[src/rtl/waytag_fifo_pkg.sv]
package waytag_fifo_pkg;

  // Combined action of the two independent queue ports in one cycle.
  typedef enum logic [1:0] {
    OP_IDLE = 2'b00,
    OP_POP  = 2'b01,
    OP_PUSH = 2'b10,
    OP_BOTH = 2'b11
  } fifo_op_e;

endpackage

[src/rtl/waytag_fifo_store.sv]
module waytag_fifo_store #(
  parameter int DEPTH = 8,
  parameter int TAG_W = 3,
  localparam int AW   = $clog2(DEPTH)
) (
  input  logic             clk,
  input  logic             we,
  input  logic [AW-1:0]    waddr,
  input  logic [TAG_W-1:0] wdata,
  input  logic [AW-1:0]    raddr,
  output logic [TAG_W-1:0] rdata
);

  // Storage array with no reset, so it maps onto distributed RAM.
  logic [TAG_W-1:0] mem [DEPTH];

  always_ff @(posedge clk) begin
    if (we) mem[waddr] <= wdata;
  end

  // Asynchronous read, so the head is visible with no extra cycle.
  assign rdata = mem[raddr];

endmodule

[src/rtl/waytag_fifo_ptrs.sv]
module waytag_fifo_ptrs
  import waytag_fifo_pkg::*;
#(
  parameter int DEPTH = 8,
  localparam int AW   = $clog2(DEPTH),
  localparam int PW   = AW + 1
) (
  input  logic          clk,
  input  logic          rst,
  input  logic          push_req,
  input  logic          pop_req,
  output logic          wr_en,
  output logic [AW-1:0] wr_addr,
  output logic [AW-1:0] rd_addr,
  output logic          empty,
  output logic          full,
  output logic          overflow
);

  logic [PW-1:0] wr_ptr, rd_ptr;
  logic          do_push, do_pop;
  fifo_op_e      op;

  // The top bit of each pointer is a wrap bit. It separates the full state
  // from the empty state when the address bits are equal.
  assign empty = (wr_ptr == rd_ptr);
  assign full  = (wr_ptr[AW] != rd_ptr[AW]) && (wr_ptr[AW-1:0] == rd_ptr[AW-1:0]);

  // The empty flag is the read enable and the full flag is the write enable.
  assign do_push = push_req && !full;
  assign do_pop  = pop_req && !empty;
  assign op      = fifo_op_e'({do_push, do_pop});

  assign wr_en   = do_push;
  assign wr_addr = wr_ptr[AW-1:0];
  assign rd_addr = rd_ptr[AW-1:0];

  always_ff @(posedge clk) begin
    if (rst) begin
      wr_ptr   <= '0;
      rd_ptr   <= '0;
      overflow <= 1'b0;
    end else begin
      case (op)
        OP_PUSH: wr_ptr <= wr_ptr + 1'b1;
        OP_POP:  rd_ptr <= rd_ptr + 1'b1;
        OP_BOTH: begin
          wr_ptr <= wr_ptr + 1'b1;
          rd_ptr <= rd_ptr + 1'b1;
        end
        default: ;
      endcase
      if (push_req && full) overflow <= 1'b1;
    end
  end

endmodule

[src/rtl/waytag_fifo.sv]
module waytag_fifo #(
  parameter int DEPTH = 8,               // equals write-buffer depth; power of two, >= 2
  parameter int WAYS  = 8,               // ways in the lower-level cache
  localparam int TAG_W = $clog2(WAYS),
  localparam int AW    = $clog2(DEPTH)
) (
  input  logic             clk,
  input  logic             rst,
  input  logic             store_push,
  input  logic [TAG_W-1:0] tag_in,
  input  logic             drain_req,
  output logic [TAG_W-1:0] tag_out,
  output logic             empty,
  output logic             full,
  output logic             overflow
);

  // The way tag leaves the way-tag array one cycle after the store enters
  // the write buffer, so the push request is delayed to line up with it.
  logic          push_q;
  logic          wr_en;
  logic [AW-1:0] wr_addr, rd_addr;

  always_ff @(posedge clk) begin
    if (rst) push_q <= 1'b0;
    else     push_q <= store_push;
  end

  waytag_fifo_ptrs #(.DEPTH(DEPTH)) ptrs_i (
    .clk      (clk),
    .rst      (rst),
    .push_req (push_q),
    .pop_req  (drain_req),
    .wr_en    (wr_en),
    .wr_addr  (wr_addr),
    .rd_addr  (rd_addr),
    .empty    (empty),
    .full     (full),
    .overflow (overflow)
  );

  waytag_fifo_store #(.DEPTH(DEPTH), .TAG_W(TAG_W)) store_i (
    .clk   (clk),
    .we    (wr_en),
    .waddr (wr_addr),
    .wdata (tag_in),
    .raddr (rd_addr),
    .rdata (tag_out)
  );

endmodule

[config.mk]
export PLATFORM = sky130hd
export DESIGN_NAME = waytag_fifo
export DESIGN_NICKNAME = d
export VERILOG_FILES = /design/src/rtl/waytag_fifo_pkg.sv /design/src/rtl/waytag_fifo_store.sv /design/src/rtl/waytag_fifo_ptrs.sv /design/src/rtl/waytag_fifo.sv
export SDC_FILE = /design/constraint.sdc
export NUM_CORES = 1
export LEC_CHECK = 0
export BUFFER_PORTS_ARGS = -buffer_cell sky130_fd_sc_hd__buf_2
export CAP_MARGIN = 10
export CELL_PAD_IN_SITES_DETAIL_PLACEMENT = 0
export CELL_PAD_IN_SITES_GLOBAL_PLACEMENT = 1
export CORE_AREA = 2 2 71 73
export CTS_CLUSTER_SIZE = 24
export DETAILED_ROUTE_END_ITERATION = 10
export DIE_AREA = 0 0 73 75
export PLACE_DENSITY_LB_ADDON = 0.1
export SLEW_MARGIN = 20
export SYNTH_ARGS = -nofsm -noshare
export SYNTH_HDL_FRONTEND = slang
export SYNTH_SLANG_ARGS = --single-unit
[constraint.sdc]
create_clock -name clk -period 2.1 [get_ports clk]
set_clock_uncertainty 0.15 [all_clocks]
set_input_delay 0.21 -clock clk [delete_from_list [all_inputs] [get_ports clk]]
set_output_delay 0.21 -clock clk [all_outputs]
set_load 0.1 [all_outputs]
==> results of run 1 <==
==> cell usage in the layout (no fill, tap or decap), drive strengths merged, types with 2 or more instances in the layout <==
cell    Yosys  final
nand2b      2      2
a21oi       4      4
inv         3      3
o21ai       3      3
nor3        4      4
nor4        4      4
clkbuf      2      6
buf         2     27
dfxtp      13     13
ha          2      2
xor2        6      6
clkinv      0      2
nand4       2      2
o41ai       2      2
edfxtp     24     24
mux4        6      6
or3         3      3
nor2       10     10
mux2        3      3
mux2i       2      2
nand2       3      3
==> area by class of cell <==
cell class                      count  area share (%)
Sequential cell                    37            48.5
Multi-Input combinational cell     62            30.7
Timing Repair Buffer               28            12.9
Clock buffer                        6            3.58
Tap cell                           54            3.33
Inverter                            3           0.555
Clock inverter                      2           0.494
==> sequential cells by signal (all words and copies together) (netlist names), named ones only <==
signal	flops
ptrs_i.overflow	1
ptrs_i.rd_ptr	4
ptrs_i.wr_ptr	4
push_q	1
store_i.mem	24
==> metrics by stage <==
stage	hold WS [ps]	cells	setup TNS (ps)	power, µW
2_1_floorplan	132	106	-13280	1150
3_3_place_gp	270	183	0	1270
3_5_place_dp	292	183	0	1270
4_1_cts	73.0	192	0	1770
5_1_grt	66.6	192	-35.1	1850
6_report	71.4	192	0	1780
==> worst max path at each step <==
stage	start	endpoint	cells past startpoint
2_1_floorplan	ptrs_i.wr_ptr[0]	store_i.mem[1][0]	5
3_3_place_gp	flop	tag_out[2]	4
3_5_place_dp	ptrs_i.wr_ptr[3]	store_i.mem[1][2]	4
4_1_cts	flop	tag_out[0]	4
5_1_grt	flop	tag_out[0]	4
6_report	flop	tag_out[2]	4
==> repair_timing <==
action	CTS	global route
gates resized for setup	9	8
hold buffers	1	0
hold endpoints to repair	1	0
endpoints found under the setup margin	3	3
pin swaps	0	0
==> cells by family (layout without fill, tap and decap cells) <==
family / Yosys count / after routing / synth area share [%]
xor+xnor: 7 / 7 / 6.59
flops: 37 / 37 / 60.8
fa+ha+maj: 2 / 2 / 1.55
simple gates: 31 / 31 / 11.2
mux: 11 / 11 / 11.7
compound gates: 11 / 11 / 5.89
buf+inv: 7 / 39 / 2.33
==> report_power, final <==
part           total, µW  switching (µW)  internal [µW]
sequential           820            23.9            796
clock                471             242            230
combinational        487             271            216
==> layer usage <==
layer  vias up  global-route usage (%)
met1       448                    14.6
met2        22                    22.7
met4         0                    5.97
met3         4                    4.69
li1        463                       -
met5         -                       0
==> results.yml, run 1 <==
sta:
  worst_pin_slew_ps: 482
  max_slew_margin_pct: 68.1
  maxSlewViolCount: 0
  final_hold_viol_count: 0
  grt_setup_unrepaired: "yes"
  setup_slack_ps: 30.7
  fmax_mhz: 483
  period_share_pct: 98.5
  layout_min_cycle_time_ps: 2070
  finalSetupViolCount: 0
finish:
  diodes: 0
  multi_input_area_um2: 622
  layout-drive-gt1-share_pct: 39.9
  design_area_mm2: 0.00203
  fillCellCount: 427
  area_growth_pct: 25.7
  nets: 146
  utilization_pct: 43.5
  seqCellArea_um2: 983
clock_network:
  htreeDepth: 2
  cts_root_buf: "clkbuf_8"
  numCtsBuffers: 5
  clockBufferDepth: 2
  cts_tree: "built"
  cts_setup_buffers: 0
  clk-insertion-delay-late_ps: 280
  clk_pin_slew_ps: 70
  cts_sinks: 37
route:
  met2WireLength_mm: 1.61
  drtIter0Drc: 55
  dr.max_layer_used: "met4"
  wl_met1_mm: 1.27
  wl_per_cell_um: 15.8
  ant_nets: 0
  wl_mm: 3.04
  drc: 0
  wl_met3_um: 126
  via_per_inst: 4.88
  via_count: 937
  firstDrtPassIters: 4
yosys:
  synth-edff-count: 24
  synth_area_per_cell_um2: 15.2
  synthTopCellsByCount: "edfxtp_1, dfxtp_1, nor2_1"
  syn-num-nets: 115
  ys_seq_area_share_pct: 60.8
  synth_top_area_share_pct: 44.7
  netlist.top_cell.by_area: "edfxtp_1"
  syn_inst: 106
  syn_area_mm2: 0.00161
  synth_most_common_cell: "edfxtp_1"
  ys_async_sr_fraction_pct: 0
  ys_seq_elements: 37
  synth.distinct_cells: 32
  synthTopCellsByArea: "edfxtp_1, dfxtp_1, mux4_2"
  ys.flop_type: "edfxtp_1"
  synth_warnings: 0
placement:
  hpwl_mm: 2.36
  gp_congestion: 0.706
  placed_cell_area_mm2: 0.00187
  io_buffers: 12
  post-place-ws_ps: 151
status:
  status: "complete, no violations"
min_path:
  min_path_cells: 1
  worstHoldPathType: "input port to flop"
  min_to: "store_i.mem[0][0]"
  hold_start: "tag_in[0]"
floorplanning:
  rows: 25
  dieArea_mm2: 0.00548
  fp.dieH_um: 75
  start_util_pct: 34.6
  ioPinCount: 13
  coreArea_mm2: 0.00466
  die_x_um: 73
power_and_ir_drop:
  cellPowerDensity_mw_per_mm2: 877
  p_leak_uw: 0.000747
  irDropWorstVdd_v: 0.000567
critical_path:
  cp_top_family: "multiplexers"
  crit_buf_inv: 2
  crit_arrival_ps: 1710
  reg2reg_from: "ptrs_i.wr_ptr[3]"
  critPathRequiredTime_ps: 1740
  r2r-end: "store_i.mem[1][0]"
  rr_worst_depth: 4
  start_kind: "flop"
  end_kind: "output pin"
  regToRegSetupSlack_ps: 160
  crit_path_top_delay_cell: "mux4_2"
  crit_path_cell_trace: "buf_6 > mux4_2 > mux2_4 > buf_12"
  path_class: "flop to output pin"
  cp_slowest_stage_delay_ps: 500
  cp_max_fo: 4
grt:
  grt_max_degree: 12
  grtUsageTotal_pct: 13.2
  grt_pass1_vias: 1011
  antenna_found_initial: 0
  grt_pass1_wl_mm: 5.13
  overflow: 0
run:
  drv_cap: 0
Power figures use the tool's default switching activity.
==> inputs of run 2 (changes only) <==
--- a/config.mk
+++ b/config.mk
@@ -13,7 +13,7 @@
 export CTS_CLUSTER_SIZE = 24
 export DETAILED_ROUTE_END_ITERATION = 10
 export DIE_AREA = 0 0 73 75
-export PLACE_DENSITY_LB_ADDON = 0.1
+export PLACE_DENSITY = 0.59
 export SLEW_MARGIN = 20
 export SYNTH_ARGS = -nofsm -noshare
 export SYNTH_HDL_FRONTEND = slang
==> results.yml, run 2 (synthesis gave the netlist of run 1 again) <==
route:
  drc: 0
  wl_per_cell_um: 15.1
  ant_nets: 0
  via_count: 918
  wl_mm: 2.87
  via_per_inst: 4.83
  drtIter0Drc: 32
  firstDrtPassIters: 4
sta:
  maxSlewViolCount: 0
  fmax_mhz: 484
  setup_tns_ps: 0
  layout_min_cycle_time_ps: 2070
  hold_ws_ps: 63.8
  finalSetupViolCount: 0
  max_slew_margin_pct: 67.9
  final_hold_viol_count: 0
  period_share_pct: 98.5
  worst_pin_slew_ps: 485
  grt_setup_unrepaired: "yes"
floorplanning:
  ioPinCount: 13
  dieArea_mm2: 0.00548
  fp.dieH_um: 75
  start_util_pct: 34.6
  rows: 25
  die_x_um: 73
  coreArea_mm2: 0.00466
finish:
  nets: 144
  design_area_mm2: 0.00201
  top_regs: "store_i.mem: 24 flops, ptrs_i.rd_ptr: 4 flops, ptrs_i.wr_ptr: 4 flops"
  fillCellCount: 422
  utilization_pct: 43.2
  final_common_cell: "edfxtp_1"
  layout-drive-gt1-share_pct: 38.2
  regMostFlops: "store_i.mem"
  area_growth_pct: 24.7
  diodes: 0
  final_cell_mix: "edfxtp_1, buf_4, dfxtp_1, nor2_1, buf_2"
  largest_register_ffs: 24
critical_path:
  end_kind: "output pin"
  start_kind: "flop"
  cp_max_fo: 4
  critPathRequiredTime_ps: 1740
  path_class: "flop to output pin"
  crit_arrival_ps: 1710
power_and_ir_drop:
  cellPowerDensity_mw_per_mm2: 877
  irDropWorstVdd_v: 0.000429
  finalPower_uw: 1760
  p_leak_uw: 0.000734
clock_network:
  clk-insertion-delay-late_ps: 280
  cts_tree: "built"
  cts_root_buf: "clkbuf_8"
  clockBufferDepth: 2
  cts_setup_buffers: 0
  clk_pin_slew_ps: 70
  numCtsBuffers: 5
  cts_sinks: 37
  htreeDepth: 2
grt:
  grt_pass1_vias: 991
  grt_pass1_wl_mm: 4.82
  grt_max_degree: 12
  antenna_found_initial: 0
  overflow: 0
  grtUsageTotal_pct: 12.2
placement:
  hpwl_mm: 2.23
  io_buffers: 12
  gp_congestion: 0.708
  placed_cell_area_mm2: 0.00186
min_path:
  worstHoldPathType: "input port to flop"
status:
  status: "complete, no violations"
run:
  drv_cap: 0
[run 2: routing by layer]
| metal | vias to the layer above | part of all wire (%) | track usage (%) |
|---|---|---|---|
| met2 | 16 | 51 | 20.9 |
| li1 | 455 | - | - |
| met3 | 6 | 3.4 | 4.55 |
| met5 | - | 0 | 0 |
| met1 | 441 | 44 | 13.6 |
| met4 | 0 | 2.1 | 5.56 |
[run 2: stage by stage]
stage               instances  setup WS, ps
detailed placement        181           186
global route              190         -38.7
global placement          181           196
CTS                       190          5.25
floorplan                 106          -588
finish                    190          31.9
[run 2: repair_timing]
| item | 4_1_cts | 5_1_grt |
|---|---|---|
| endpoints found under the setup margin | 3 | 3 |
| resized for setup | 12 | 5 |
| hold buffers | 1 | 0 |
| hold endpoints to repair | 1 | 0 |
[run 2: area by class of cell]
class                      count  area (µm²)  area share [%]
clock buffer                   7        76.3            3.79
tap                           54        67.6            3.36
inverter                       3        11.3           0.560
timing repair buffer          26         246            12.3
multi-input combinational     62         622            30.9
clock inverter                 1        5.00           0.249
sequential                    37         983            48.9
[run 2: final timing paths]
kind | slack (ps) | end | startpoint | cells past startpoint
setup / recovery | 30 | tag_out[2] | flop | 4
hold / removal | 60 | store_i.mem[6][1] | tag_in[1] | 1
setup reg to reg | 190 | store_i.mem[1][1] | ptrs_i.wr_ptr[3] | 4
hold reg to reg | 330 | ptrs_i.overflow | ptrs_i.overflow | 2
[run 2: critical path, stage by stage, from the launching register on]
cell and delay (ps):
dfxtp_2 340, buf_6 120, mux4_2 500, mux2_4 300, buf_12 170
[run 2: where the power goes]
group,switching (µW),internal (µW)
clock network,226,232
logic,270,216
registers,23.2,797
total,519,1240
==> inputs of run 3 (changes only) <==
--- a/config.mk
+++ b/config.mk
@@ -9,12 +9,13 @@
 export CAP_MARGIN = 10
 export CELL_PAD_IN_SITES_DETAIL_PLACEMENT = 0
 export CELL_PAD_IN_SITES_GLOBAL_PLACEMENT = 1
-export CORE_AREA = 2 2 71 73
+export CORE_AREA = 2 2 70 72
 export CTS_CLUSTER_SIZE = 24
 export DETAILED_ROUTE_END_ITERATION = 10
-export DIE_AREA = 0 0 73 75
+export DIE_AREA = 0 0 72 74
 export PLACE_DENSITY = 0.59
 export SLEW_MARGIN = 20
 export SYNTH_ARGS = -nofsm -noshare
 export SYNTH_HDL_FRONTEND = slang
+export SYNTH_HIERARCHICAL = 1
 export SYNTH_SLANG_ARGS = --single-unit
==> results.yml, run 3 <==
yosys:
  synthTopCellsByCount: "edfxtp_1, nor2_1, dfxtp_1"
  syn-num-nets: 117
  syn_inst: 108
  synth.distinct_cells: 28
  synth_area_per_cell_um2: 14.3
  ys_seq_elements: 34
  ys_seq_area_share_pct: 59.6
  syn_area_mm2: 0.00155
  netlist.top_cell.by_area: "edfxtp_1"
  synth_warnings: 6
  ys.flop_type: "edfxtp_1"
  synth_top_area_share_pct: 46.6
  ys_async_sr_fraction_pct: 0
  synth-edff-count: 24
  synthTopCellsByArea: "edfxtp_1, dfxtp_1, mux4_1"
  synth_most_common_cell: "edfxtp_1"
route:
  wl_mm: 3.00
  ant_nets: 0
  via_count: 906
  via_per_inst: 4.84
  wl_per_cell_um: 16.1
  drc: 0
  drtIter0Drc: 68
  firstDrtPassIters: 4
status:
  status: "complete, no violations"
sta:
  final_hold_viol_count: 0
  layout_min_cycle_time_ps: 2080
  fmax_mhz: 480
  hold_ws_ps: 67.9
  max_slew_margin_pct: 64.0
  worst_pin_slew_ps: 535
  finalSetupViolCount: 0
  period_share_pct: 99.2
  grt_setup_unrepaired: "yes"
  maxSlewViolCount: 0
finish:
  top_regs: "store_i/mem: 24 flops, ptrs_i/rd_ptr: 4 flops, ptrs_i/wr_ptr: 4 flops"
  final_cell_mix: "edfxtp_1, nor2_1, buf_4, dfxtp_1, buf_2"
  regMostFlops: "store_i/mem"
  layout-drive-gt1-share_pct: 36.8
  area_growth_pct: 23.0
  design_area_mm2: 0.00190
  final_common_cell: "edfxtp_1"
  utilization_pct: 41.3
  stdcell_count: 187
  nets: 141
  diodes: 0
  largest_register_ffs: 24
critical_path:
  regToRegSetupSlack_ps: 150
  worstSetupEndpoint: "tag_out[0]"
  startpoint: "ptrs_i/rd_ptr[0]"
  path_common_cell: "buf_12"
  r2r-end: "store_i/mem[0][0]"
  path_class: "flop to output pin"
  crit_arrival_ps: 1720
  end_kind: "output pin"
  start_kind: "flop"
  cp_slowest_stage_delay_ps: 500
  critPathRequiredTime_ps: 1740
  crit_path_top_delay_cell: "mux4_2"
  cp_max_fo: 8
  crit_path_cell_trace: "buf_12 > mux4_2 > mux2_4 > buf_12"
  reg2reg_from: "ptrs_i/rd_ptr[0]"
  rr_worst_depth: 6
grt:
  grt_use_met2_pct: 23.3
  antenna_found_initial: 0
  grt_use_met1_pct: 15.9
  grtUsageTotal_pct: 13.5
  overflow: 0
  grt_busiest_layer: "met2"
  grt_pass1_wl_mm: 5.18
  grt_max_degree: 12
  met3_usage_pct: 4.61
  grt_pass1_vias: 986
floorplanning:
  coreArea_mm2: 0.00460
  die_x_um: 72
  dieArea_mm2: 0.00533
  rows: 25
  fp.dieH_um: 74
  ioPinCount: 13
  start_util_pct: 33.6
clock_network:
  clk-insertion-delay-late_ps: 280
  clk_pin_slew_ps: 70
  numCtsBuffers: 5
  cts_tree: "built"
  cts_sinks: 34
  htreeDepth: 2
  cts_root_buf: "clkbuf_8"
  clockBufferDepth: 2
placement:
  io_buffers: 12
  gp_congestion: 0.728
  placed_cell_area_mm2: 0.00175
  hpwl_mm: 2.13
  dp_cells: 178
power_and_ir_drop:
  irDropWorstVdd_v: 0.000578
  p_leak_uw: 0.000713
  finalPower_uw: 1670
  cellPowerDensity_mw_per_mm2: 880
run:
  drv_cap: 0
min_path:
  worstHoldPathType: "input port to flop"
## run 3: cells by family after synthesis
logic type	share of synthesized area (%)
AOI/OAI and AO/OA	4.45
xor gates and xnor gates	3.97
adders and majority gates	1.62
buffers and inverters	4.61
DFF	59.6
muxes	14.4
and+or+nand+nor	11.3
## run 3: timing repair
action                                  CTS  global route
buffers inserted                          1             0
endpoints found under the hold margin     1             0
hold buffers                              1             0
endpoints found under the setup margin    5             5
pin swaps                                 1             2
resized for setup                        26             1
## run 3: routing by layer
metal / vias to the layer above / part of all wire (%)
met3: 2 / 3.3
met5: - / 0
met4: 0 / 0.73
li1: 439 / -
met1: 448 / 44
met2: 17 / 52
## run 3: metrics by stage
step	setup TNS (ps)	worst slack, ps
finish	0	16.4
global route	-183	-51.4
CTS	-5.58	-3.33
detailed placement	0	108
global placement	0	114
floorplan	-57.4	-28.7
## run 3: power breakdown
part	leakage (µW)	internal [µW]	switching, µW
Combinational	0.000371	205	277
Sequential	0.000299	733	9.81
Clock	0.0000426	228	220
Total	0.000713	1170	506
## run 3: layout make-up
type | count | area, µm²
fill | 425 | 2700
clock buffer | 6 | 72.6
inverter | 3 | 11.3
multi-input combinational | 63 | 569
timing repair buffer | 25 | 248
sequential | 34 | 923
tap | 54 | 67.6
clock inverter | 2 | 8.76
## run 3: worst min path at each step
stage | cells past startpoint | from | slack [ps] | endpoint
2_1_floorplan | 1 | rst | 120 | push_q
3_3_place_gp | 2 | store_push | 280 | push_q
3_5_place_dp | 2 | store_push | 280 | push_q
4_1_cts | 1 | tag_in[2] | 70 | store_i/mem[0][2]
5_1_grt | 1 | tag_in[2] | 70 | store_i/mem[1][2]
6_report | 1 | tag_in[2] | 70 | store_i/mem[0][2]
## run 3: worst max-delay path, delay by kind of cell (launching register included)
family / cells / cell delay, ps
buffers and inverters: 2 / 310
DFF: 1 / 340
muxes: 2 / 800
